===== config.mk =====
export PLATFORM = sky130hd
export DESIGN_NAME = ackc_unit
export DESIGN_NICKNAME = d
export VERILOG_FILES = /design/src/rtl/ackc_pkg.sv /design/src/rtl/ackc_link_store.sv /design/src/rtl/ackc_ack_check.sv /design/src/rtl/ackc_eoi_decode.sv /design/src/rtl/ackc_unit.sv
export SDC_FILE = /design/constraint.sdc
export NUM_CORES = 2
export LEC_CHECK = 0
export BUFFER_PORTS_ARGS = -buffer_cell sky130_fd_sc_hd__clkbuf_2
export CORE_MARGIN = 2
export CORE_UTILIZATION = 29
export DETAILED_ROUTE_END_ITERATION = 6
export GPL_ROUTABILITY_DRIVEN = 0
export SYNTH_ARGS = -nofsm -noshare
export SYNTH_HDL_FRONTEND = slang
export SYNTH_SLANG_ARGS = --single-unit

===== constraint.sdc =====
create_clock -name clk -period 3.9 [get_ports clk]
set_input_delay 0.195 -clock clk [delete_from_list [all_inputs] [get_ports clk]]
set_output_delay 0.195 -clock clk [all_outputs]
set_load 0.02 [all_outputs]

===== src/rtl/ackc_pkg.sv =====
package ackc_pkg;
    localparam int ID_W = 10;
    localparam logic [ID_W-1:0] NO_IRQ = 10'h3FF;

    typedef enum logic {
        ST_IDLE = 1'b0,
        ST_WALK = 1'b1
    } walk_st_e;
endpackage


===== src/rtl/ackc_link_store.sv =====
module ackc_link_store
    import ackc_pkg::*;
#(
    parameter int NUM_IRQ = 64
) (
    input  logic            clk,
    input  logic            rst_n,
    input  logic            wr_en,
    input  logic [ID_W-1:0] wr_id,
    input  logic [ID_W-1:0] wr_link,
    input  logic [ID_W-1:0] rd_a_id,
    output logic [ID_W-1:0] rd_a_link,
    input  logic [ID_W-1:0] rd_b_id,
    output logic [ID_W-1:0] rd_b_link
);
    localparam int IDX_W = (NUM_IRQ > 1) ? $clog2(NUM_IRQ) : 1;
    localparam logic [ID_W-1:0] LIMIT = ID_W'(NUM_IRQ);

    logic [ID_W-1:0] link_q [NUM_IRQ];
    logic [ID_W-1:0] link_d [NUM_IRQ];

    always_comb begin
        link_d = link_q;
        if (wr_en && (wr_id < LIMIT)) begin
            link_d[wr_id[IDX_W-1:0]] = wr_link;
        end
    end

    always_ff @(posedge clk) begin
        if (!rst_n) begin
            for (int i = 0; i < NUM_IRQ; i++) begin
                link_q[i] <= NO_IRQ;
            end
        end else begin
            link_q <= link_d;
        end
    end

    assign rd_a_link = (rd_a_id < LIMIT) ? link_q[rd_a_id[IDX_W-1:0]] : NO_IRQ;
    assign rd_b_link = (rd_b_id < LIMIT) ? link_q[rd_b_id[IDX_W-1:0]] : NO_IRQ;

    // a stored link is either the end marker or a real implemented ID
    p_link_legal_r11: assert property (@(posedge clk) disable iff (!rst_n)
        wr_en |-> (wr_id < LIMIT) && ((wr_link == NO_IRQ) || (wr_link < LIMIT)));
endmodule


===== src/rtl/ackc_ack_check.sv =====
module ackc_ack_check
    import ackc_pkg::*;
#(
    parameter int NUM_IRQ = 64,
    parameter int NUM_CPU = 8,
    parameter int CPU_IDX = 0,
    parameter int PRIO_W  = 8
) (
    input  logic [ID_W-1:0]    pend_id,
    input  logic [PRIO_W-1:0]  pend_prio,
    input  logic [PRIO_W:0]    run_prio,
    input  logic               model_1n,
    output logic               take,
    output logic [NUM_CPU-1:0] clr_mask
);
    localparam logic [ID_W-1:0] LIMIT = ID_W'(NUM_IRQ);

    assign take = (pend_id != NO_IRQ) && (pend_id < LIMIT)
               && ({1'b0, pend_prio} < run_prio);

    for (genvar g = 0; g < NUM_CPU; g++) begin : g_mask
        assign clr_mask[g] = model_1n || (g == CPU_IDX);
    end
endmodule


===== src/rtl/ackc_eoi_decode.sv =====
module ackc_eoi_decode
    import ackc_pkg::*;
#(
    parameter int NUM_IRQ = 64
) (
    input  logic [31:0]     eoi_data,
    input  logic [ID_W-1:0] run_id,
    input  logic            cmp_is_level,
    input  logic            cmp_enabled,
    input  logic            cmp_line_high,
    input  logic            cmp_targets_me,
    output logic [ID_W-1:0] eoi_id,
    output logic            accept,
    output logic            is_top,
    output logic            repend
);
    localparam logic [ID_W-1:0] LIMIT = ID_W'(NUM_IRQ);

    logic [31-ID_W:0] data_hi_unused;
    assign data_hi_unused = eoi_data[31:ID_W];

    assign eoi_id = eoi_data[ID_W-1:0];
    assign accept = (eoi_id < LIMIT) && (run_id != NO_IRQ);
    assign is_top = (eoi_id == run_id);
    assign repend = accept && cmp_is_level && cmp_enabled
                 && cmp_line_high && cmp_targets_me;
endmodule


===== src/rtl/ackc_unit.sv =====
module ackc_unit
    import ackc_pkg::*;
#(
    parameter int NUM_IRQ = 64,
    parameter int NUM_CPU = 8,
    parameter int CPU_IDX = 0,
    parameter int PRIO_W  = 8
) (
    input  logic               clk,
    input  logic               rst_n,
    input  logic               ack_req,
    input  logic [ID_W-1:0]    pend_id,
    input  logic [PRIO_W-1:0]  pend_prio,
    input  logic               pend_model_1n,
    output logic               ack_valid,
    output logic [ID_W-1:0]    ack_id,
    output logic               clr_valid,
    output logic [ID_W-1:0]    clr_id,
    output logic [NUM_CPU-1:0] clr_mask,
    input  logic               eoi_req,
    input  logic [31:0]        eoi_data,
    input  logic               cmp_is_level,
    input  logic               cmp_enabled,
    input  logic               cmp_line_high,
    input  logic               cmp_targets_me,
    output logic               repend_valid,
    output logic [ID_W-1:0]    repend_id,
    output logic [ID_W-1:0]    lkup_id,
    input  logic [PRIO_W-1:0]  lkup_prio,
    output logic               busy,
    output logic [ID_W-1:0]    run_id,
    output logic [PRIO_W:0]    run_prio
);
    localparam logic [ID_W-1:0]   LIMIT     = ID_W'(NUM_IRQ);
    localparam logic [PRIO_W:0]   PRIO_IDLE = {1'b1, {PRIO_W{1'b0}}};
    localparam logic [NUM_CPU-1:0] OWN_BIT  = NUM_CPU'(1) << CPU_IDX;

    typedef struct packed {
        walk_st_e             mode;
        logic [ID_W-1:0]      run_id;
        logic [PRIO_W:0]      run_prio;
        logic [ID_W-1:0]      walk_cur;
        logic [ID_W-1:0]      walk_tgt;
        logic                 ack_valid;
        logic [ID_W-1:0]      ack_id;
        logic                 clr_valid;
        logic [ID_W-1:0]      clr_id;
        logic [NUM_CPU-1:0]   clr_mask;
        logic                 rep_valid;
        logic [ID_W-1:0]      rep_id;
    } ctl_t;

    ctl_t s_q, s_d;

    logic               take;
    logic [NUM_CPU-1:0] ck_mask;
    logic [ID_W-1:0]    eoi_id;
    logic               eoi_accept, eoi_is_top, eoi_repend;
    logic               lw_en;
    logic [ID_W-1:0]    lw_id, lw_link;
    logic [ID_W-1:0]    rd_a_id, rd_a_link, rd_b_link;

    ackc_ack_check #(
        .NUM_IRQ(NUM_IRQ), .NUM_CPU(NUM_CPU), .CPU_IDX(CPU_IDX), .PRIO_W(PRIO_W)
    ) u_ack (
        .pend_id  (pend_id),
        .pend_prio(pend_prio),
        .run_prio (s_q.run_prio),
        .model_1n (pend_model_1n),
        .take     (take),
        .clr_mask (ck_mask)
    );

    ackc_eoi_decode #(.NUM_IRQ(NUM_IRQ)) u_eoi (
        .eoi_data      (eoi_data),
        .run_id        (s_q.run_id),
        .cmp_is_level  (cmp_is_level),
        .cmp_enabled   (cmp_enabled),
        .cmp_line_high (cmp_line_high),
        .cmp_targets_me(cmp_targets_me),
        .eoi_id        (eoi_id),
        .accept        (eoi_accept),
        .is_top        (eoi_is_top),
        .repend        (eoi_repend)
    );

    assign rd_a_id = (s_q.mode == ST_WALK) ? s_q.walk_cur : s_q.run_id;

    ackc_link_store #(.NUM_IRQ(NUM_IRQ)) u_links (
        .clk      (clk),
        .rst_n    (rst_n),
        .wr_en    (lw_en),
        .wr_id    (lw_id),
        .wr_link  (lw_link),
        .rd_a_id  (rd_a_id),
        .rd_a_link(rd_a_link),
        .rd_b_id  (s_q.walk_tgt),
        .rd_b_link(rd_b_link)
    );

    always_comb begin
        s_d           = s_q;
        s_d.ack_valid = 1'b0;
        s_d.clr_valid = 1'b0;
        s_d.rep_valid = 1'b0;
        lw_en         = 1'b0;
        lw_id         = s_q.walk_cur;
        lw_link       = s_q.run_id;
        unique case (s_q.mode)
            ST_IDLE: begin
                if (ack_req) begin
                    s_d.ack_valid = 1'b1;
                    if (take) begin
                        s_d.ack_id    = pend_id;
                        s_d.run_id    = pend_id;
                        s_d.run_prio  = {1'b0, pend_prio};
                        s_d.clr_valid = 1'b1;
                        s_d.clr_id    = pend_id;
                        s_d.clr_mask  = ck_mask;
                        lw_en         = 1'b1;
                        lw_id         = pend_id;
                        lw_link       = s_q.run_id;
                    end else begin
                        s_d.ack_id = NO_IRQ;
                    end
                end else if (eoi_req && eoi_accept) begin
                    s_d.rep_valid = eoi_repend;
                    s_d.rep_id    = eoi_id;
                    if (eoi_is_top) begin
                        s_d.run_id   = rd_a_link;
                        s_d.run_prio = (rd_a_link == NO_IRQ) ? PRIO_IDLE
                                                             : {1'b0, lkup_prio};
                    end else begin
                        s_d.mode     = ST_WALK;
                        s_d.walk_cur = s_q.run_id;
                        s_d.walk_tgt = eoi_id;
                    end
                end
            end
            ST_WALK: begin
                if (rd_a_link == NO_IRQ) begin
                    s_d.mode = ST_IDLE;
                end else if (rd_a_link == s_q.walk_tgt) begin
                    lw_en    = 1'b1;
                    lw_id    = s_q.walk_cur;
                    lw_link  = rd_b_link;
                    s_d.mode = ST_IDLE;
                end else begin
                    s_d.walk_cur = rd_a_link;
                end
            end
        endcase
    end

    always_ff @(posedge clk) begin
        if (!rst_n) begin
            s_q.mode      <= ST_IDLE;
            s_q.run_id    <= NO_IRQ;
            s_q.run_prio  <= PRIO_IDLE;
            s_q.walk_cur  <= NO_IRQ;
            s_q.walk_tgt  <= NO_IRQ;
            s_q.ack_valid <= 1'b0;
            s_q.ack_id    <= NO_IRQ;
            s_q.clr_valid <= 1'b0;
            s_q.clr_id    <= NO_IRQ;
            s_q.clr_mask  <= '0;
            s_q.rep_valid <= 1'b0;
            s_q.rep_id    <= NO_IRQ;
        end else begin
            s_q <= s_d;
        end
    end

    assign ack_valid    = s_q.ack_valid;
    assign ack_id       = s_q.ack_id;
    assign clr_valid    = s_q.clr_valid;
    assign clr_id       = s_q.clr_id;
    assign clr_mask     = s_q.clr_mask;
    assign repend_valid = s_q.rep_valid;
    assign repend_id    = s_q.rep_id;
    assign lkup_id      = rd_a_link;
    assign busy         = (s_q.mode == ST_WALK);
    assign run_id       = s_q.run_id;
    assign run_prio     = s_q.run_prio;

    // walk length monitor: the chain can never hold more links than IDs
    logic [ID_W:0] walk_cnt_q;
    always_ff @(posedge clk) begin
        if (!rst_n || !busy) begin
            walk_cnt_q <= '0;
        end else begin
            walk_cnt_q <= walk_cnt_q + 1'b1;
        end
    end

    p_walk_bounded_r8: assert property (@(posedge clk) disable iff (!rst_n)
        walk_cnt_q <= (ID_W+1)'(NUM_IRQ));
    p_walk_keeps_run_r8: assert property (@(posedge clk) disable iff (!rst_n)
        busy |=> $stable(run_id) && $stable(run_prio));
    p_busy_blocks_ack_r9: assert property (@(posedge clk) disable iff (!rst_n)
        busy |=> !ack_valid && !clr_valid && !repend_valid);
    p_refused_keeps_run_r2: assert property (@(posedge clk) disable iff (!rst_n)
        (ack_valid && ack_id == NO_IRQ) |-> $stable(run_id) && !clr_valid);
    p_taken_runs_r3: assert property (@(posedge clk) disable iff (!rst_n)
        (ack_valid && ack_id != NO_IRQ) |-> (run_id == ack_id) && clr_valid
                                             && (clr_id == ack_id));
    p_clr_mask_shape_r4: assert property (@(posedge clk) disable iff (!rst_n)
        clr_valid |-> (clr_mask == {NUM_CPU{1'b1}}) || (clr_mask == OWN_BIT));
    p_idle_prio_r7: assert property (@(posedge clk) disable iff (!rst_n)
        (run_id == NO_IRQ) |-> (run_prio == PRIO_IDLE));
    p_repend_in_range_r6: assert property (@(posedge clk) disable iff (!rst_n)
        repend_valid |-> (repend_id < LIMIT) && !clr_valid);
endmodule


==> reports/metrics.cfg <==
[run_status]
status = finished with violations
violations = negative setup slack

[synth]
synth_top_family_by_area = multiplexers
yosysTopAreaCell = dfxtp_1
synthSimpleGateAreaFrac = 0.161
synth_edf_count = 0
postSynth.asyncResetShare = 0
synth-compound-area-share = 0.0643
synth_cell_types = 74
ys_top_cells_by_area = dfxtp_1 37%, mux2i_1 20%, mux4_2 13%, nand2_1 11%, buf_4 2.8%
synth_area_per_cell_um2 = 9.63
netlist_area_um2 = 38600
yosysWarnings = 0
ys_seq_area_frac = 0.370
synth_cells = 4014
ys_ff_latch = 715
syn-num-nets = 4088
yosys_most_used_dff = dfxtp_1
synth.area.mux_share = 0.330
yosysTopAreaCellShare = 0.370
synthXorXnorAreaFrac = 0.00295
synth_fa_ha_area_frac = 0.00227

[critical_path]
regToRegStartpoint = busy
rrSetupSlack_ns = -0.84
cp_max_fo = 13
cp-startpoint = busy
worstSetupEndpointType = register
start_kind = register
arrival_ns = 5.26
crit_type = register to register
rr_worst_depth = 21
r2r_end = u_links.link_q[44]
worst_ep_required_time_ns = 4.43

[clock_network]
cts_root_buffer = clkbuf_16
cts.sinks = 715
numCtsBuffers = 79
cts_tree = done
clockBufferDepth = 3
clk-insertion-delay-late_ns = 0.65
cts.clk_slew.worst_paths_ns = 0.07
cts_max_level = 3

[floorplanning]
io_pins = 138
start_util = 0.293
core_area_um2 = 132000
dieArea_um2 = 136000
die_h_um = 369
dieWidth_um = 369
rows = 133

[drt]
post_drt_wl_per_cell_um = 24.0
first_pass_iters = 6
routed_wl_um = 148000
initialDrtViolationCount = 4146
drt-vias-per-instance = 5.50
route.detailed.drc = 0
via_count = 33900
ant_nets = 0

[grt]
overflow = 0
grt_usage = 0.203
grt_pass1_wl_um = 212000
grt_pass1_vias = 31800
grt_max_degree = 143
antenna_found_initial = 1

[timing]
fmax_mhz = 211
hold_viol_final = 0
period_share = 1.21
finClkSkew_ns = 0.0294
tightest_slew_ns = 1.21
setup_violations = 663
final.setup.worst_slack_ns = -0.837
relSlewSlack = 0.179
rsz0062_at_grt = true
maxSlewViolCount = 0
period_needed_ns = 4.74

[finish]
utilization = 0.379
fillers = 12800
area_growth_syn_to_layout_pct = 29.2
multi_input_area_um2 = 23100
nets = 4428
final-seq-area_um2 = 14300
drive_gt1_frac = 0.275
diodes = 0

[job]
cap_viol_max_count = 0

[placed_design]
portBuffers = 115
hpwl_um = 92900

[min_path]
min_to = run_prio[7]
worstHoldPathType = input pin to register
hp-start = pend_prio[7]
hold_depth = 4

[power_and_ir_drop]
p_total_mw = 15.5
p_per_area_nw_per_um2 = 309
p_leak_nw = 19.8
vdd_drop_max_uv = 309

flip-flops by register name, indices dropped and copies added, names as in the netlist:
name	cells
repend_valid	1
run_prio	9
clr_mask	2
run_id	10
ack_id	10
ack_valid	1
u_links.link_q	640
repend_id	10
clr_id	10
busy	1
clr_valid	1
s_q	20
cell type report:
cell class	instances	share of cell area
multi-input combinational	2816	0.463
sequential	715	0.287
timing repair buffer	719	0.156
clock buffer	107	0.0441
tap	1755	0.0440
clock inverter	23	0.00451
inverter	23	0.00173
critical path: stages (launching register included):
cell and delay, ns:
dfxtp_4 0.37, buf_12 0.15, or3_1 0.36, o31ai_4 0.09
buf_12 0.18, buf_12 0.15, buf_4 0.17, nand3_1 0.08
a31oi_1 0.45, o41ai_4 0.19, buf_4 0.18, nand3_1 0.09
o2111ai_2 0.16, nor4_4 0.33, buf_4 0.17, nand4_4 0.12
buf_12 0.16, buf_6 0.11, a2111oi_4 0.54, clkbuf_16 0.28
mux2i_1 0.20, nand2_1 0.06
metal layers:
layer | up-vias | part of all wire | track usage
met4 | 0 | 0.047 | 0.0919
met1 | 16700 | 0.41 | 0.278
met2 | 1947 | 0.44 | 0.310
li1 | 14900 | - | -
met3 | 337 | 0.10 | 0.0353
met5 | - | 0 | 0
what timing repair did:
action / in CTS / in global routing
endpoints found under the setup margin: 668 / 667
setup buffers: 62 / 32
gates cloned: 19 / 23
pin swaps: 53 / 25
endpoints found under the hold margin: 30 / 0
resized for setup: 156 / 54
hold buffers: 25 / 0
kinds of logic (layout without fill, tap and decap cells):
logic type,count (synthesis),in the layout
DFF,715,715
and+or+nand+nor,1488,1488
AOI/OAI and AO/OA,315,315
adders and majority gates,7,7
xor gates and xnor gates,13,13
buffers and inverters,483,872
muxes,993,993
worst max path at each step:
stage,end,cells past startpoint
final,u_links.link_q[44],21
after floorplan,u_links.link_q[389],17
after CTS,u_links.link_q[47],18
after global routing,u_links.link_q[40],22
after global placement,u_links.link_q[137],19
after detailed placement,u_links.link_q[130],19
stage by stage:
step	cell area, um^2	cells	hold slack [ns]	TNS (ns)	worst slack (ns)
global route	49900	6158	0.0806	-508.43	-0.921
finish	49900	6158	0.0236	-437.27	-0.837
floorplan	38900	4014	0.318	-15.36	-0.0558
detailed placement	44400	5874	0.433	-725.43	-1.34
global placement	44400	5874	0.429	-626.23	-1.19
CTS	48900	6106	0.00282	-355.22	-0.660
cell usage in the layout, fill, tap and decap left out, types with 18 or more instances in the layout:
master         count
a21oi_1           18
o21ai_0           18
buf_6             41
a31oi_1           42
nor2_1            39
a21o_1            18
a2111oi_4         28
buf_12           129
nand3_1          164
clkbuf_16        103
nand2_1         1144
buf_16            19
a32oi_1           57
mux2i_1          736
mux4_2           221
inv_1             22
clkbuf_1          18
buf_4            362
clkbuf_2         114
dlygate4sd3_1     25
dfxtp_1          706
power breakdown:
part	switching, mW	internal [mW]
clock	3.13	4.20
sequential	0.0112	7.31
combinational	0.499	0.306
total	3.64	11.8
Yosys cell counts, drive strengths merged (6+ instances only):
cell and count:
nand2 1145, mux2i 760, dfxtp 715, buf 314, mux4 221, nand3 166, clkbuf 140, a31oi 67
a32oi 65, nor2 40, nor4 29, a2111oi 28, o21ai 26, inv 23, nor3 22, a21oi 19
a21o 18, or4 17, o22ai 16, nand2b 13, mux2 12, and2 11, nor2b 11, a21boi 10
o31ai 10, o211ai 9, a22o 8, nand4 8, xor2 8, ha 7, dlygate4sd1 6, o2111ai 6
o41a 6, o41ai 6, or3 6
Power figures use the tool's default switching activity.
